File: src/rtl/pcx_pkg.sv
// Shared constants and types for the pin-change interrupt controller.
// Assumes: status bit 7 is the summary bit, lower bits are external levels.
package pcx_pkg;
    localparam int PCX_DEF_PINS   = 4;
    localparam int PCX_DEF_STAT_W = 8;
    localparam int PCX_DEF_DIV    = 4;

    // State of one pin filter between ticks
    typedef enum logic [1:0] {
        FLT_UNPRIMED = 2'd0,
        FLT_STABLE   = 2'd1,
        FLT_PENDING  = 2'd2
    } flt_state_t;
endpackage

File: src/rtl/pcx_tick_gen.sv
// Sample tick generator: one-cycle pulse every DIV clock cycles.
// Assumes: DIV >= 2.
module pcx_tick_gen #(
    parameter int DIV = 4
) (
    input  logic clk,
    input  logic rst_n,
    output logic tick
);
    localparam int CW = (DIV > 2) ? $clog2(DIV) : 1;
    localparam logic [CW-1:0] LAST = CW'(DIV - 1);

    logic [CW-1:0] cnt_q;

    // Free-running modulo-DIV counter
    always_ff @(posedge clk) begin
        if (!rst_n)             cnt_q <= '0;
        else if (cnt_q == LAST) cnt_q <= '0;
        else                    cnt_q <= cnt_q + 1'b1;
    end

    assign tick = (cnt_q == LAST);

    a_r8_tick_spacing: assert property (@(posedge clk) disable iff (!rst_n)
        tick |=> !tick);
endmodule

File: src/rtl/pcx_pin_filter.sv
// One pin: two-flop synchronizer and two-tick change filter.
// Assumes: pin is asynchronous; tick is a one-cycle pulse. Emits a
// one-cycle evt when a new level has been accepted.
module pcx_pin_filter
    import pcx_pkg::*;
(
    input  logic clk,
    input  logic rst_n,
    input  logic tick,
    input  logic pin,
    output logic level,
    output logic evt
);
    logic       s1_q, s2_q;
    logic       acc_q;
    flt_state_t st_q;

    // Two-flop synchronizer
    always_ff @(posedge clk) begin
        if (!rst_n) begin
            s1_q <= 1'b0;
            s2_q <= 1'b0;
        end else begin
            s1_q <= pin;
            s2_q <= s1_q;
        end
    end

    // Filter: prime on first tick, accept a differing level on the second consecutive tick
    always_ff @(posedge clk) begin
        if (!rst_n) begin
            st_q  <= FLT_UNPRIMED;
            acc_q <= 1'b0;
            evt   <= 1'b0;
        end else begin
            evt <= 1'b0;
            if (tick) begin
                unique case (st_q)
                    FLT_UNPRIMED: begin
                        acc_q <= s2_q;
                        st_q  <= FLT_STABLE;
                    end
                    FLT_STABLE: begin
                        if (s2_q != acc_q) st_q <= FLT_PENDING;
                    end
                    FLT_PENDING: begin
                        if (s2_q != acc_q) begin
                            acc_q <= s2_q;
                            evt   <= 1'b1;
                        end
                        st_q <= FLT_STABLE;
                    end
                    default: st_q <= FLT_UNPRIMED;
                endcase
            end
        end
    end

    assign level = s2_q;

    a_r8_evt_after_tick: assert property (@(posedge clk) disable iff (!rst_n)
        evt |-> $past(tick));
    a_r10_no_evt_unprimed: assert property (@(posedge clk) disable iff (!rst_n)
        (st_q == FLT_UNPRIMED) |=> !evt);
endmodule

File: src/rtl/pcx_status.sv
// Change flags, summary bit, enable field, mask and interrupt output.
// Assumes: evt are one-cycle pulses; rd_clr is the change-register read
// strobe. A set event in the same cycle as rd_clr wins over the clear.
module pcx_status #(
    parameter int N_PINS = 4,
    parameter int STAT_W = 8
) (
    input  logic              clk,
    input  logic              rst_n,
    input  logic [N_PINS-1:0] evt,
    input  logic [STAT_W-2:0] other_src,
    input  logic [STAT_W-1:0] wr_data,
    input  logic              wr_en_sel,
    input  logic              wr_mask_sel,
    input  logic              rd_clr,
    output logic [N_PINS-1:0] flags,
    output logic [STAT_W-1:0] stat,
    output logic              irq_n
);
    logic [N_PINS-1:0] en_q;
    logic [STAT_W-1:0] mask_q;
    logic              sum_q;

    // Per-pin change flags: clear on read, new events re-set after the clear
    always_ff @(posedge clk) begin
        if (!rst_n) flags <= '0;
        else        flags <= (flags & {N_PINS{~rd_clr}}) | evt;
    end

    // Summary bit: set by enabled flag-setting events, cleared by the read
    always_ff @(posedge clk) begin
        if (!rst_n) sum_q <= 1'b0;
        else        sum_q <= (sum_q & ~rd_clr) | (|(evt & en_q));
    end

    // Enable field and mask registers
    always_ff @(posedge clk) begin
        if (!rst_n) begin
            en_q   <= '0;
            mask_q <= '0;
        end else begin
            if (wr_en_sel)   en_q   <= wr_data[N_PINS-1:0];
            if (wr_mask_sel) mask_q <= wr_data;
        end
    end

    assign stat  = {sum_q, other_src};
    assign irq_n = ~|(stat & mask_q);

    a_r1_flag_sticky: assert property (@(posedge clk) disable iff (!rst_n)
        (flags != '0 && !rd_clr) |=> ((flags & $past(flags)) == $past(flags)));
    a_r2_read_clears: assert property (@(posedge clk) disable iff (!rst_n)
        (rd_clr && evt == '0) |=> (flags == '0 && !stat[STAT_W-1]));
    a_r9_event_kept: assert property (@(posedge clk) disable iff (!rst_n)
        (evt != '0) |=> ((flags & $past(evt)) == $past(evt)));
    a_r4_disabled_no_effect: assert property (@(posedge clk) disable iff (!rst_n)
        (!stat[STAT_W-1] && (evt & en_q) == '0) |=> !stat[STAT_W-1]);
    a_r7_reset_clear: assert property (@(posedge clk)
        !rst_n |=> (flags == '0 && !stat[STAT_W-1]));
endmodule

File: src/rtl/pin_change_irq.sv
// Top: input change interrupt controller. One filter per pin, a shared
// sample tick and the status/mask logic.
// Assumes: all CPU strobes are synchronous to clk and one cycle wide.
module pin_change_irq
    import pcx_pkg::*;
#(
    parameter int N_PINS     = PCX_DEF_PINS,
    parameter int STAT_W     = PCX_DEF_STAT_W,
    parameter int SAMPLE_DIV = PCX_DEF_DIV
) (
    input  logic                clk,
    input  logic                rst_n,
    input  logic [N_PINS-1:0]   pin_in,
    input  logic [STAT_W-2:0]   other_src,
    input  logic [STAT_W-1:0]   wr_data,
    input  logic                wr_en_sel,
    input  logic                wr_mask_sel,
    input  logic                rd_chg,
    output logic [2*N_PINS-1:0] chg_data,
    output logic [STAT_W-1:0]   stat_data,
    output logic                irq_n
);
    logic              tick;
    logic [N_PINS-1:0] lvl;
    logic [N_PINS-1:0] evt;
    logic [N_PINS-1:0] flags;

    pcx_tick_gen #(.DIV(SAMPLE_DIV)) u_tick (
        .clk  (clk),
        .rst_n(rst_n),
        .tick (tick)
    );

    for (genvar i = 0; i < N_PINS; i++) begin : g_pin
        pcx_pin_filter u_flt (
            .clk  (clk),
            .rst_n(rst_n),
            .tick (tick),
            .pin  (pin_in[i]),
            .level(lvl[i]),
            .evt  (evt[i])
        );
    end

    pcx_status #(.N_PINS(N_PINS), .STAT_W(STAT_W)) u_stat (
        .clk        (clk),
        .rst_n      (rst_n),
        .evt        (evt),
        .other_src  (other_src),
        .wr_data    (wr_data),
        .wr_en_sel  (wr_en_sel),
        .wr_mask_sel(wr_mask_sel),
        .rd_clr     (rd_chg),
        .flags      (flags),
        .stat       (stat_data),
        .irq_n      (irq_n)
    );

    assign chg_data = {flags, lvl};
endmodule

File: config.mk
export PLATFORM = sky130hd
export DESIGN_NAME = pin_change_irq
export DESIGN_NICKNAME = d
export VERILOG_FILES = /design/src/rtl/pcx_pkg.sv /design/src/rtl/pcx_tick_gen.sv /design/src/rtl/pcx_pin_filter.sv /design/src/rtl/pcx_status.sv /design/src/rtl/pin_change_irq.sv
export SDC_FILE = /design/constraint.sdc
export NUM_CORES = 1
export LEC_CHECK = 0
export ABC_AREA = 1
export BUFFER_PORTS_ARGS = -buffer_cell sky130_fd_sc_hd__buf_2
export CORE_MARGIN = 2
export CORE_UTILIZATION = 55
export CTS_BUF_LIST = sky130_fd_sc_hd__clkbuf_8
export CTS_CLUSTER_DIAMETER = 50
export DETAILED_ROUTE_END_ITERATION = 10
export PLACE_DENSITY_LB_ADDON = 0.2
export SLEW_MARGIN = 15
export SYNTH_ARGS = -nofsm -noshare
export SYNTH_HDL_FRONTEND = slang
export SYNTH_SLANG_ARGS = --single-unit
File: constraint.sdc
create_clock -name clk -period 1.6 [get_ports clk]
set_input_delay 0.24 -clock clk [delete_from_list [all_inputs] [get_ports clk]]
set_output_delay 0.24 -clock clk [all_outputs]
set_load 0.1 [all_outputs]
==> impl_metrics.ini, run 1 <==
[timing]
setup_violations = 0
slew-limit-headroom_pct = 67.7
final.min_clock_period_ns = 1.41
hold_viol_final = 0
tns_ns = 0
fin_worst_skew_ns = 0.00454
max_freq_mhz = 710
rsz0062_at_grt = false
tightest_slew_ns = 0.489
slew_violations = 0
fin_crit_sh_pct = 88.0

[critical_path]
critical_path.endpoint_type = output port
arrival_ns = 1.17
worstPathRequired_ns = 1.36
critPathLaunchType = register
crit_type = register to output port
critPathMaxFanout = 3

[synthesis]
syn_area_per_cell_um2 = 7.69
seq_area_frac_synth_pct = 49.8
synth_top_area_share_pct = 49.8
yosysWarnings = 0
async_reset_ff_share_pct = 0
synth_flop_cell = dfxtp_1
synth_top_cells_by_count = nand2_1 (44), dfxtp_1 (43), nor2_1 (39), inv_1 (22), buf_4 (14)
ys_top_cells_by_area = dfxtp_1 (50%), nand2_1 (9.6%), nor2_1 (8.5%)
synthCells = 225
synth_edf_count = 0
netlist_area_mm2 = 0.00173
synth_most_common_cell = nand2_1
synth_top_area_cell = dfxtp_1
postSynthRegisterBits = 43
synthesis.nets = 250
yosysUniqueCellTypes = 24

[global_route]
grt_max_degree = 20
grt_antenna_before_repair = 0
grt_usage_pct = 18.6
grt_pass1_wl_um = 4950
grt_overflow = 0
grt_pass1_vias = 1186

[pwr]
p_comb_share_pct = 14.7
p_seq_share_pct = 48.6
p_leak_nw = 0.986
p_total_mw = 2.37
p_sw_uw = 639
p_int_mw = 1.73
switching_share_pct = 27.0
powerDensity_mw_per_mm2 = 1180
vdd_drop_max_v = 0.000990
clkPwrFrac_pct = 36.7

[drt]
ant_nets = 0
drc = 0
drtIter0Drc = 43
viasPerCell = 4.66
dr.pass1.iters = 4
vias = 1403
wl_um = 3070
post_drt_wl_per_cell_um = 10.2

[clock_tree]
cts_tree = done
cts_sinks = 43
clk_latency_ns = 0.30
cts_setup_buffers = 0
clkTransAtPathRegs_ns = 0.08
ctsResizeCount = 0
postCtsHoldBufs = 0
clockBufferDepth = 2
htreeDepth = 2
clockRootBuffer = clkbuf_8
numCtsBuffers = 5

[layout]
syn2layout_area_growth_pct = 16.2
drive_gt1_share_pct = 22.6
final_util_pct = 66.4
antenna_cells = 0
nNetsFinal = 281
finalNonFillerCells = 301

[hold_path]
min_path_type = primary input to register

[flow_run]
drv_cap = 0

[placed_design]
post-place-cells = 293
io_buffers = 40
dp_hpwl_um = 2140
gp_congestion = 0.763

[die]
start_util_pct = 57.1
pin_count = 41
die_w_um = 60.1
die_h_um = 60.1
die_area_mm2 = 0.00361
row_count = 20
core_area_mm2 = 0.00303

[run_status]
outcome = completed
-- cells in the final DEF, fill, tap and decap left out --
cell,Yosys,final
inv_1,22,22
nor3_1,4,4
a211oi_1,2,2
a21oi_1,12,12
buf_4,14,2
o211ai_1,1,1
ha_1,1,1
a22o_1,1,1
dfxtp_1,43,43
o21ai_0,12,12
clkinv_2,0,1
o21ai_1,1,1
inv_2,3,3
buf_2,4,39
xnor2_1,1,1
nor2_1,39,38
nand4_1,3,3
and3_1,1,1
nand2_1,44,44
xor2_1,2,2
clkbuf_8,0,6
buf_12,0,1
nand3_1,10,10
a21oi_2,1,1
or2_1,1,1
nand3b_4,1,1
bufinv_16,0,1
nor2_2,2,3
-- metal layers --
layer	routed length, um	GRT usage (%)	part of all wire [%]	up-vias
li1	-	-	-	757
met4	38	5.71	1.2	0
met1	1490	22.4	48	613
met3	163	7.36	5.3	5
met2	1380	30.4	45	28
met5	0	0	0	-
-- power groups by stage --
stage | Sequential [mW] | Clock (mW) | Combinational [mW]
global route | 1.16 | 0.927 | 0.380
floorplan | 1.17 | 0 | 0.281
detailed placement | 1.17 | 0 | 0.347
CTS | 1.15 | 0.879 | 0.350
finish | 1.15 | 0.869 | 0.348
global placement | 1.17 | 0 | 0.344
-- kinds of logic after synthesis --
family,synth area share [%]
flip-flops,49.8
adder cells (fa/ha/maj),0.723
buffers and inverters,12.7
AND/OR/NAND/NOR,25.8
AO/OA/AOI/OAI,9.55
XOR/XNOR,1.52
-- path summary, 6_finish.rpt --
kind                                          start              endpoint  slack, ns  cells past startpoint
worst max register to register      u_tick.cnt_q[0]  g_pin[2].u_flt.acc_q       0.30                      7
worst min register to register  g_pin[0].u_flt.s1_q  g_pin[0].u_flt.level       0.41                      2
worst max-delay path                   u_stat.sum_q                 irq_n       0.19                      4
worst min-delay path                      pin_in[3]   g_pin[3].u_flt.s1_q       0.12                      3
-- registers in the layout, indices dropped and copies added (netlist names) --
signal / count
g_pin.u_flt.st_q: 8
g_pin.u_flt.acc_q: 4
u_stat.mask_q: 8
u_tick.cnt_q: 2
u_stat.sum_q: 1
u_stat.flags: 4
g_pin.u_flt.evt: 4
g_pin.u_flt.level: 4
g_pin.u_flt.s1_q: 4
u_stat.en_q: 4
-- final cells by class --
cell class | instances | area (um2)
multi-input combinational | 139 | 652
tap | 44 | 55.1
timing repair buffer | 42 | 230
sequential | 43 | 861
fill | 277 | 1020
clock buffer | 6 | 82.6
inverter | 25 | 93.8
clock inverter | 2 | 35.0
-- through the flow --
stage / setup WS [ns] / hold slack (ns) / instance area, um2
5_1_grt: 0.138 / 0.113 / 2010
6_report: 0.192 / 0.123 / 2010
3_5_place_dp: 0.333 / 0.404 / 1890
3_3_place_gp: 0.364 / 0.392 / 1890
4_1_cts: 0.172 / 0.120 / 2010
2_1_floorplan: 0.0948 / 0.338 / 1730
-- critical path, stage by stage, from the launching register on --
cell and delay, ns:
dfxtp_1 0.33, nand2_1 0.07, nand4_1 0.10, nor2_2 0.17, buf_12 0.19
No activity file was read; power rests on OpenSTA's default activity.
==> run 2: changes to the inputs <==
CORE_UTILIZATION = 54   (was 55)
SYNTH_HIERARCHICAL = 1   (was unset)
==> run 2 against run 1 <==
  * Sequential power about the same
  * Area after synthesis down 1.6%
  * Global-route usage about the same
  * Via count up 5.2%
  * Cell count up 3.3%
  * Final area down 0.12%
  * Die area up 0.22%
  * Clock power down 27%
  * First-iteration DRC count up 77%
  * Utilization down 0.083 points
  * Setup slack better by 0.043 ns
  * Critical endpoint is now g_pin[0].u_flt/acc_q
  * Largest cell class unchanged
  * Largest power group unchanged
==> impl_metrics.ini, run 2 <==
[hold_path]
min_path_type = primary input to register

[timing]
fin_crit_sh_pct = 85.3
max_freq_mhz = 733
fin_hold_ws_ns = 0.132
rsz0062_at_grt = false
setup_slack_ns = 0.235
final.min_clock_period_ns = 1.36
tns_ns = 0
slew-limit-headroom_pct = 67.2
fin_worst_skew_ns = 0.00646
setup_violations = 0
hold_viol_final = 0
slew_violations = 0
tightest_slew_ns = 0.492

[clock_tree]
clkTransAtPathRegs_ns = 0.08
cts_sinks = 43
numCtsBuffers = 5
cts_tree = done
clockRootBuffer = clkbuf_8
postCtsHoldBufs = 0
htreeDepth = 2
clk_latency_ns = 0.28
cts_setup_buffers = 0
ctsResizeCount = 0
clockBufferDepth = 2

[critical_path]
critPathMaxFanout = 14
crit_type = register to register
arrival_ns = 1.58
worstPathRequired_ns = 1.81
critPathLaunchType = register
critical_path.endpoint_type = register

[synthesis]
synth_flop_cell = dfxtp_1
seq_area_frac_synth_pct = 50.6
synthesis.nets = 251
postSynthRegisterBits = 43
yosysWarnings = 6
synth_edf_count = 0
syn_area_per_cell_um2 = 7.53
yosysUniqueCellTypes = 15
synth_top_cells_by_count = nand2_1 (47), dfxtp_1 (43), inv_1 (37), nor2_1 (33), a21oi_1 (16)
synth_top_area_cell = dfxtp_1
ys_top_cells_by_area = dfxtp_1 (51%), nand2_1 (10%), inv_1 (8.2%)
synth_most_common_cell = nand2_1
synth_top_area_share_pct = 50.6
synthCells = 226
netlist_area_mm2 = 0.00170
async_reset_ff_share_pct = 0

[drt]
drc = 0
met2_length_um = 1460
vias = 1476
dr.pass1.iters = 4
m1WireLength_um = 1320
dr_wl_met3_um = 140
wl_um = 2980
ant_nets = 0
drtIter0Drc = 76
post_drt_wl_per_cell_um = 9.58
top_layer = met4
viasPerCell = 4.75

[run_status]
outcome = completed

[placed_design]
dpl_worst_slack_ns = 0.253
io_buffers = 40
post_dp_cell_area_mm2 = 0.00192
gp_congestion = 0.809
dp_hpwl_um = 2250

[layout]
final_util_pct = 66.3
fillers = 286
antenna_cells = 0
finish.instance_area_mm2 = 0.00201
final_cell_mix = nand2_1 (47), dfxtp_1 (43), buf_2 (39)
top_regs = g_pin.u_flt/st_q (8), u_stat/mask_q (8)
drive_gt1_share_pct = 23.6
nNetsFinal = 291
ff_latch_area_um2 = 861
final_common_cell = nand2_1
multi_input_area_um2 = 633
syn2layout_area_growth_pct = 17.9

[die]
die_area_mm2 = 0.00362
die_w_um = 60.1
die_h_um = 60.1
start_util_pct = 56.2
row_count = 20
core_area_mm2 = 0.00303
pin_count = 41

[global_route]
grt_pass1_wl_um = 4970
grt_antenna_before_repair = 0
grt_overflow = 0
grt_pass1_vias = 1277
grt_usage_pct = 18.6
grt_max_degree = 32

[pwr]
p_int_mw = 1.52
p_comb_share_pct = 16.3
clkPwrFrac_pct = 29.8
powerDensity_mw_per_mm2 = 1060
p_seq_share_pct = 53.9
vdd_drop_max_v = 0.000694
p_sw_uw = 610
switching_share_pct = 28.7
p_leak_nw = 0.959

[flow_run]
drv_cap = 0
## run 2: cell count changes in the layout (fill, tap and decap cells not counted), moves of 3 or more
| cell | delta |
|---|---|
| nand2_1 | +3 |
| a21oi_2 | +3 |
| nand3_2 | +4 |
| nor3_1 | -4 |
| inv_1 | +16 |
| a21oi_1 | +4 |
| nor2_1 | -6 |
## run 2: worst paths after layout
kind	startpoint	depth (start not counted)	slack (ns)	endpoint
setup / recovery	u_tick/cnt_q[0]	5	0.24	g_pin[0].u_flt/acc_q
hold / removal	pin_in[2]	3	0.13	g_pin[2].u_flt/s1_q
setup reg to reg	u_tick/cnt_q[0]	5	0.24	g_pin[0].u_flt/acc_q
hold reg to reg	g_pin[1].u_flt/s1_q	2	0.42	g_pin[1].u_flt/level
## run 2: logic make-up (layout without fill, tap and decap cells)
logic type,after synthesis,after routing,share of synthesized area (%)
AOI/OAI and AO/OA,36,36,11.5
adders and majority gates,1,1,0.735
buffers and inverters,47,88,12.4
DFF,43,43,50.6
and+or+nand+nor,99,99,24.9
## run 2: metrics by stage
stage	instances	total power, mW
2_1_floorplan	226	1.43
4_1_cts	311	2.16
5_1_grt	311	2.24
3_5_place_dp	303	1.52
3_3_place_gp	303	1.51
6_report	311	2.13
## run 2: power groups by stage
stage | clock network, mW | logic [mW] | registers (mW)
2_1_floorplan | 0 | 0.237 | 1.19
3_3_place_gp | 0 | 0.343 | 1.17
3_5_place_dp | 0 | 0.350 | 1.17
4_1_cts | 0.659 | 0.351 | 1.15
5_1_grt | 0.708 | 0.382 | 1.15
6_report | 0.634 | 0.348 | 1.15
## run 2: critical path, stage by stage (launching register included)
cell	delay [ns]
dfxtp_1	0.34
ha_1	0.45
nand2_1	0.16
inv_1	0.11
o21ai_0	0.07
a21oi_1	0.16
## run 2: layout make-up
| cell class | count | area share, % |
|---|---|---|
| Multi-Input combinational cell | 136 | 31.5 |
| Clock buffer | 5 | 3.43 |
| Tap cell | 44 | 2.74 |
| Sequential cell | 43 | 42.9 |
| Timing Repair Buffer | 42 | 11.5 |
| Inverter | 38 | 7.11 |
| Clock inverter | 3 | 0.810 |
## run 2: routing by layer
layer | track usage [%] | vias up
li1 | - | 768
met1 | 20.6 | 664
met2 | 32.3 | 39
met3 | 3.90 | 5
met4 | 11.4 | 0
met5 | 0 | -
